## config.mk

```make
export PLATFORM = sky130hd
export DESIGN_NAME = snoop_mem_responder
export DESIGN_NICKNAME = d
export VERILOG_FILES = /design/src/rtl/snoop_pkg.sv /design/src/rtl/snoop_wired_or.sv /design/src/rtl/snoop_window_ctrl.sv /design/src/rtl/snoop_mem_regfile.sv /design/src/rtl/snoop_mem_responder.sv
export SDC_FILE = /design/constraint.sdc
export NUM_CORES = 1
export LEC_CHECK = 0
export BUFFER_PORTS_ARGS = -buffer_cell sky130_fd_sc_hd__buf_4
export CORE_UTILIZATION = 45
export CTS_CLUSTER_DIAMETER = 100
export DETAILED_ROUTE_END_ITERATION = 10
export SYNTH_ARGS = -nofsm -noshare
export SYNTH_HDL_FRONTEND = slang
export SYNTH_HIERARCHICAL = 1
export SYNTH_SLANG_ARGS = --single-unit
```

## constraint.sdc

```tcl
create_clock -name clk -period 5.5 [get_ports clk]
set_input_delay 0.275 -clock clk [delete_from_list [all_inputs] [get_ports clk]]
set_output_delay 0.275 -clock clk [all_outputs]
set_load 0.005 [all_outputs]
```

## src/rtl/snoop_pkg.sv

```systemverilog
// Shared types for the snoop combiner and memory responder.
// Assumes a two-bit bus command field whose encoding is fixed by the bus.
package snoop_pkg;

    typedef enum logic [1:0] {
        CMD_RD  = 2'b00,
        CMD_RDX = 2'b01,
        CMD_UPG = 2'b10,
        CMD_WB  = 2'b11
    } bus_cmd_e;

    typedef enum logic [1:0] {
        ST_IDLE  = 2'b00,
        ST_SNOOP = 2'b01,
        ST_DONE  = 2'b10
    } win_state_e;

    typedef struct packed {
        logic shared;
        logic dirty;
    } snoop_res_t;

endpackage

```

## src/rtl/snoop_wired_or.sv

```systemverilog
// Models one open-collector bus line: it is asserted when any
// driver asserts it. Purely combinational, so it has no state.
module snoop_wired_or #(
    parameter int N_DRV = 4
) (
    input  logic [N_DRV-1:0] drv,
    output logic             line
);
    // Reduce every driver onto the single line.
    assign line = |drv;
endmodule

```

## src/rtl/snoop_window_ctrl.sv

```systemverilog
// Sequences one bus transaction: idle, snoop window, completion cycle.
// Variable mode ends the window at the first edge with the in-progress
// line low; fixed mode ends it after SNOOP_LAT cycles.
// Assumes SNOOP_LAT >= 1.
module snoop_window_ctrl
    import snoop_pkg::*;
#(
    parameter bit FIXED_LAT = 1'b0,
    parameter int SNOOP_LAT = 3
) (
    input  logic       clk,
    input  logic       rst_n,
    input  logic       req_valid,
    input  logic       inhibit_any,
    input  logic       shared_any,
    input  logic       dirty_any,
    output logic       accept,
    output logic       complete,
    output logic       busy,
    output logic       done,
    output snoop_res_t result
);
    localparam int CNT_W = $clog2(SNOOP_LAT + 1);

    win_state_e state_q;
    logic       cnt_hit;

    assign busy   = (state_q == ST_SNOOP);
    assign done   = (state_q == ST_DONE);
    assign accept = (state_q == ST_IDLE) && req_valid;

    generate
        if (FIXED_LAT) begin : g_fixed
            logic [CNT_W-1:0] cnt_q;
            // Count cycles spent in the snoop window.
            always_ff @(posedge clk) begin
                if (!rst_n || accept) cnt_q <= '0;
                else if (busy)        cnt_q <= cnt_q + 1'b1;
            end
            assign cnt_hit = (cnt_q == CNT_W'(SNOOP_LAT - 1));
        end else begin : g_variable
            assign cnt_hit = 1'b0;
        end
    endgenerate

    assign complete = busy && (FIXED_LAT ? cnt_hit : !inhibit_any);

    // Advance the transaction state machine.
    always_ff @(posedge clk) begin
        if (!rst_n) begin
            state_q <= ST_IDLE;
        end else begin
            case (state_q)
                ST_IDLE:  if (req_valid) state_q <= ST_SNOOP;
                ST_SNOOP: if (complete)  state_q <= ST_DONE;
                default:                 state_q <= ST_IDLE;
            endcase
        end
    end

    // Freeze the combined snoop outcome at the end of the window.
    always_ff @(posedge clk) begin
        if (!rst_n)        result <= '0;
        else if (complete) result <= '{shared: shared_any, dirty: dirty_any};
    end
endmodule

```

## src/rtl/snoop_mem_regfile.sv

```systemverilog
// Small main-memory model: one synchronous write port and one
// asynchronous read port. Every word clears to zero on reset.
module snoop_mem_regfile #(
    parameter int ADDR_W = 4,
    parameter int DATA_W = 16
) (
    input  logic              clk,
    input  logic              rst_n,
    input  logic              we,
    input  logic [ADDR_W-1:0] waddr,
    input  logic [DATA_W-1:0] wdata,
    input  logic [ADDR_W-1:0] raddr,
    output logic [DATA_W-1:0] rdata
);
    localparam int DEPTH = 1 << ADDR_W;

    logic [DATA_W-1:0] mem_q [DEPTH];

    // Clear on reset, otherwise store one word per enabled cycle.
    always_ff @(posedge clk) begin
        if (!rst_n) begin
            for (int i = 0; i < DEPTH; i++) mem_q[i] <= '0;
        end else if (we) begin
            mem_q[waddr] <= wdata;
        end
    end

    assign rdata = mem_q[raddr];
endmodule

```

## src/rtl/snoop_mem_responder.sv

```systemverilog
// Memory-side snoop combiner. It merges per-cache snoop outputs into
// three wired-OR lines, holds memory back until the snoop has ended,
// then either answers a read or defers to the owning cache and captures
// that cache's flushed data. Assumes one bus transaction at a time.
module snoop_mem_responder
    import snoop_pkg::*;
#(
    parameter int N_CACHE   = 4,
    parameter int ADDR_W    = 4,
    parameter int DATA_W    = 16,
    parameter bit FIXED_LAT = 1'b0,
    parameter int SNOOP_LAT = 3
) (
    input  logic               clk,
    input  logic               rst_n,
    input  logic               req_valid,
    input  logic [1:0]         req_cmd,
    input  logic [ADDR_W-1:0]  req_addr,
    input  logic [DATA_W-1:0]  req_wdata,
    input  logic [N_CACHE-1:0] snp_shared,
    input  logic [N_CACHE-1:0] snp_dirty,
    input  logic [N_CACHE-1:0] snp_inhibit,
    input  logic [DATA_W-1:0]  flush_data,
    output logic               sum_shared,
    output logic               sum_dirty,
    output logic               sum_inhibit,
    output logic               mem_resp_valid,
    output logic [DATA_W-1:0]  mem_resp_data,
    output logic               done,
    output logic               done_shared
);
    localparam int N_LINES = 3;

    logic [N_CACHE-1:0] line_drv [N_LINES];
    logic [N_LINES-1:0] line_out;

    assign line_drv[0] = snp_shared;
    assign line_drv[1] = snp_dirty;
    assign line_drv[2] = snp_inhibit;

    generate
        for (genvar g = 0; g < N_LINES; g++) begin : g_line
            snoop_wired_or #(.N_DRV(N_CACHE)) u_or (
                .drv  (line_drv[g]),
                .line (line_out[g])
            );
        end
    endgenerate

    assign sum_shared  = line_out[0];
    assign sum_dirty   = line_out[1];
    assign sum_inhibit = line_out[2];

    logic       win_accept;
    logic       win_complete;
    logic       win_busy;
    logic       win_done;
    snoop_res_t win_result;

    snoop_window_ctrl #(
        .FIXED_LAT (FIXED_LAT),
        .SNOOP_LAT (SNOOP_LAT)
    ) u_window (
        .clk         (clk),
        .rst_n       (rst_n),
        .req_valid   (req_valid),
        .inhibit_any (sum_inhibit),
        .shared_any  (sum_shared),
        .dirty_any   (sum_dirty),
        .accept      (win_accept),
        .complete    (win_complete),
        .busy        (win_busy),
        .done        (win_done),
        .result      (win_result)
    );

    bus_cmd_e          cmd_q;
    logic [ADDR_W-1:0] addr_q;
    logic [DATA_W-1:0] wdata_q;

    // Hold the accepted request for the whole transaction.
    always_ff @(posedge clk) begin
        if (!rst_n) begin
            cmd_q   <= CMD_RD;
            addr_q  <= '0;
            wdata_q <= '0;
        end else if (win_accept) begin
            cmd_q   <= bus_cmd_e'(req_cmd);
            addr_q  <= req_addr;
            wdata_q <= req_wdata;
        end
    end

    logic              is_read;
    logic              mem_we;
    logic [DATA_W-1:0] mem_wdata;
    logic [DATA_W-1:0] mem_rdata;

    // Choose the memory update at window end: a write-back or a captured flush.
    always_comb begin
        is_read   = (cmd_q == CMD_RD) || (cmd_q == CMD_RDX);
        mem_we    = win_complete && ((cmd_q == CMD_WB) || (is_read && sum_dirty));
        mem_wdata = (cmd_q == CMD_WB) ? wdata_q : flush_data;
    end

    snoop_mem_regfile #(
        .ADDR_W (ADDR_W),
        .DATA_W (DATA_W)
    ) u_mem (
        .clk   (clk),
        .rst_n (rst_n),
        .we    (mem_we),
        .waddr (addr_q),
        .wdata (mem_wdata),
        .raddr (addr_q),
        .rdata (mem_rdata)
    );

    // Drive the completion outputs from the frozen snoop outcome.
    always_comb begin
        done           = win_done;
        done_shared    = win_done && win_result.shared;
        mem_resp_valid = win_done && is_read && !win_result.dirty;
        mem_resp_data  = mem_resp_valid ? mem_rdata : '0;
    end
endmodule

```

Word-level counts from Yosys, hierarchy flattened
Memory sizes are Yosys's and may differ from the RTL's. A register that Yosys moved wholly into a read port is not among the register bits.
Index checks and enable logic that the tools add are counted.

storage, ports and cells
  flip-flop bits (word level) = 26
  memory bits (writable) = 256
  bits of input ports = 53
  output and inout port bits = 22
  word-level logic and storage cells = 45
  memories kept = 1

memories
  memory       words  width  read ports  clocked after memory_dff  write ports  line                     RTL
  u_mem.mem_q  16     16     1           1                         16           snoop_mem_regfile.sv:17  logic [DATA_W-1:0] mem_q [DEPTH];

operators by class
  equal/unequal tests = 6
  muxes and demuxes = 14
  reductions and logical operators = 18

operators with widths
  operator            number
  $mux 16             3
  $reduce_or 16->1    1
  $mux 4              3
  $reduce_or 4->1     3
  $logic_and 1x1->1   7
  $mux 1              5
  $eq 2x1->1 const B  2
  $eq 2x2->1 const B  2
  $logic_not 2->1     2
  $mux 2              2
  $ne 2x2->1 const B  2
  $pmux 2 s2          1
  $logic_not 1->1     2
  $logic_or 1x1->1    2
  $reduce_and 2->1    1

Depth between registers and ports, before layout
  word-level depth = 10
  mapped depth = 7

Modules after synthesis
Netlist, hierarchy kept.

modules (own cells, without submodules)
  module               instances  cells each  area each (um2)  seq. area each (um2)
  snoop_mem_regfile    1          722         11,637.4         7,687.4
  snoop_mem_responder  1          110         1,194.9          440.4
  snoop_window_ctrl    1          17          180.2            80.1
  snoop_wired_or       3          1           7.5              0.0

Worst setup path before layout
OpenSTA, ideal clock, no wires.

  path type = input to register
  start point = input port snp_inhibit[1]
  end point = memory u_mem.mem_q[9][0] (enable)
  arrival time = 3.592 ns
  required time = 5.089 ns
  path slack = 1.497 ns
  stages = 5
  cells stage by stage = or4_1 > nor3b_4 > a21boi_0 > nand4b_4 > o21ai_0

RTL lines
  element             line                       RTL
  start: declaration  snoop_mem_responder.sv:22  input logic [N_CACHE-1:0] snp_inhibit,
  end: declaration    snoop_mem_regfile.sv:17

==> metrics.md <==
| Metric | Value |
|---|---|
| Status | `finished clean` |
| # port buffers | `74` |
| Synth Net Count | `904` |
| Antenna diode instance count | `0` |
| Placed insts | `1263` |
| H-tree depth | `1` |
| P&R area growth vs syn | `15.5%` |
| Crit path max fanout | `37` |
| Largest net degree at the start of global routing | `49` |
| Finish-stage setup viols | `0` |
| Max-slew headroom | `0.240` |
| Fraction of layout cells with a size suffix above 1 | `0.248` |
| DR DRC count | `0` |
| Ports | `75` |
| Post-Route WL | `29.8 mm` |
| First-pass GRT wire length | `44.7 mm` |
| GRT overflow | `0` |
| Worst Max-Slew Pin Slew | `1.13 ns` |
| GRT Total Usage | `0.209` |
| Core area | `0.0282 mm^2` |
| Synth warn | `6` |
| Clock sinks | `282` |
| Final GP Congestion | `0.776` |
| Peak VDD IR | `0.000186 V` |
| Chip height | `172 um` |
| HP Class | `in2reg` |
| Initial DRC count | `468` |
| Setup_tns | `0 ns` |
| Filler cell count | `2318` |
| Avg WL per Cell | `22.3 um` |
| Initial Util | `0.463` |
| Critical Path RT | `5.22 ns` |
| Post-route setup slack | `2.15 ns` |
| Antenna Nets Post-Route | `0` |
| Crit path kind | `reg2out` |
| DP Area | `0.0140 mm^2` |
| CP Launch Type | `register` |
| CTS resizes | `0` |
| Number of max-cap violations | `0` |
| Via/cell ratio | `5.35` |
| Min cycle time layout | `3.35 ns` |
| RSZ-0062 raised after global routing | `no` |
| CTS tree | `done` |
| Syn Std Cell Area | `0.0130 mm^2` |
| Mapped Cells | `851` |
| Power Dens Cells | `305 mW/mm^2` |
| CP Data Arrival Time | `3.07 ns` |
| Tcrit/Tclk final | `0.608` |
| Worst setup EP type | `output pin` |
| Die area | `0.0296 mm^2` |
| Vias | `7164` |
| Die X-Extent | `172 um` |
| Post-layout nets | `993` |
| Max Root-Sink Buffers | `3` |
| Non-Filler Instances | `1338` |
| TritonRoute pass-1 iters | `5` |
| Hpwl dp | `18.4 mm` |
| CTS Buf Count | `31` |
| Pre-CTS setup slack | `1.93 ns` |
| Post-route cell area | `0.0150 mm^2` |
| Avg Cell Area, Syn | `15.3 um^2` |
| Fmax | `0.299 GHz` |
| Clock Latency Late Sink | `0.55 ns` |
| Root Driver | `clkbuf_16` |
| Vias in the first global route | `7272` |
| Clock-pin transition on the worst setup and hold timing paths | `0.06 ns` |
| Max Slew Vio Count | `0` |
| Final Hold Viols | `0` |
| Num rows | `61` |
| Leak | `0.00556 uW` |
| Antenna violations before repair | `0` |
| Core Util, Final | `0.534` |
| Setup Skew | `0.0144 ns` |
==> critical path, cell delays in order (launching register included) <==
cell and delay (ns):
dfxtp_4 0.83, buf_12 0.38, mux4_2 0.59, a22oi_1 0.27, nand2_1 0.11, and2_1 0.17
buf_4 0.13
==> through the flow <==
stage	power [uW]	hold WS, ns
after floorplan	2690	0.397
after global placement	2820	0.443
after detailed placement	2830	0.449
after CTS	4650	0.0472
after global routing	4740	0.0673
final	4590	0.0642
==> timing repair <==
action	4_1_cts	5_1_grt
hold endpoints to repair	22	0
hold buffers	22	0
buffers inserted	0	0
==> path summary, 6_finish.rpt <==
path                                         start                  end  slack [ns]  cells past startpoint
worst max-delay path                     addr_q[0]     mem_resp_data[9]        2.15                      6
worst min-delay path                     req_valid  u_window/state_q[0]        0.06                      3
worst max register to register            cmd_q[1]    u_mem/mem_q[8][4]        2.46                      6
worst min register to register  u_window/result[1]   u_window/result[1]        0.45                      2
==> power breakdown <==
part	switching (uW)	total, uW	internal [uW]
Clock	785	1800	1020
Sequential	49.1	2460	2410
Combinational	177	333	155
Total	1010	4590	3580
==> cell type report <==
| type | instances | area (um^2) | share of cell area |
|---|---|---|---|
| Sequential cell | 282 | 8220 | 0.546 |
| Multi-Input combinational cell | 507 | 4540 | 0.302 |
| Timing Repair Buffer | 118 | 953 | 0.0634 |
| Clock buffer | 40 | 810 | 0.0538 |
| Tap cell | 378 | 473 | 0.0314 |
| Clock inverter | 13 | 55.1 | 0.00366 |
==> registers in the layout, summed over array words and instances (netlist names) <==
name / count
cmd_q: 2
addr_q: 4
u_mem/mem_q: 256
u_window/state_q: 2
wdata_q: 16
u_window/result: 2
==> layout by cell type (no fill, tap or decap), drive strengths merged, types with 13 or more instances in the layout <==
cell type	count
clkbuf	40
nor2	13
edfxtp	256
mux2i	25
nor2b	24
and2	275
a22oi	32
buf	96
mux2	16
nand2	22
dfxtp	26
mux4	64
dlygate4sd3	22
==> layer usage <==
metal  vias to the layer above  share of wire  GRT usage
met5                         -              0          0
met2                       205           0.47      0.336
li1                       3305              -          -
met3                        43          0.057     0.0270
met1                      3611           0.45      0.302
met4                         0          0.021     0.0566
Note: power is estimated with default switching activity, not from simulation.
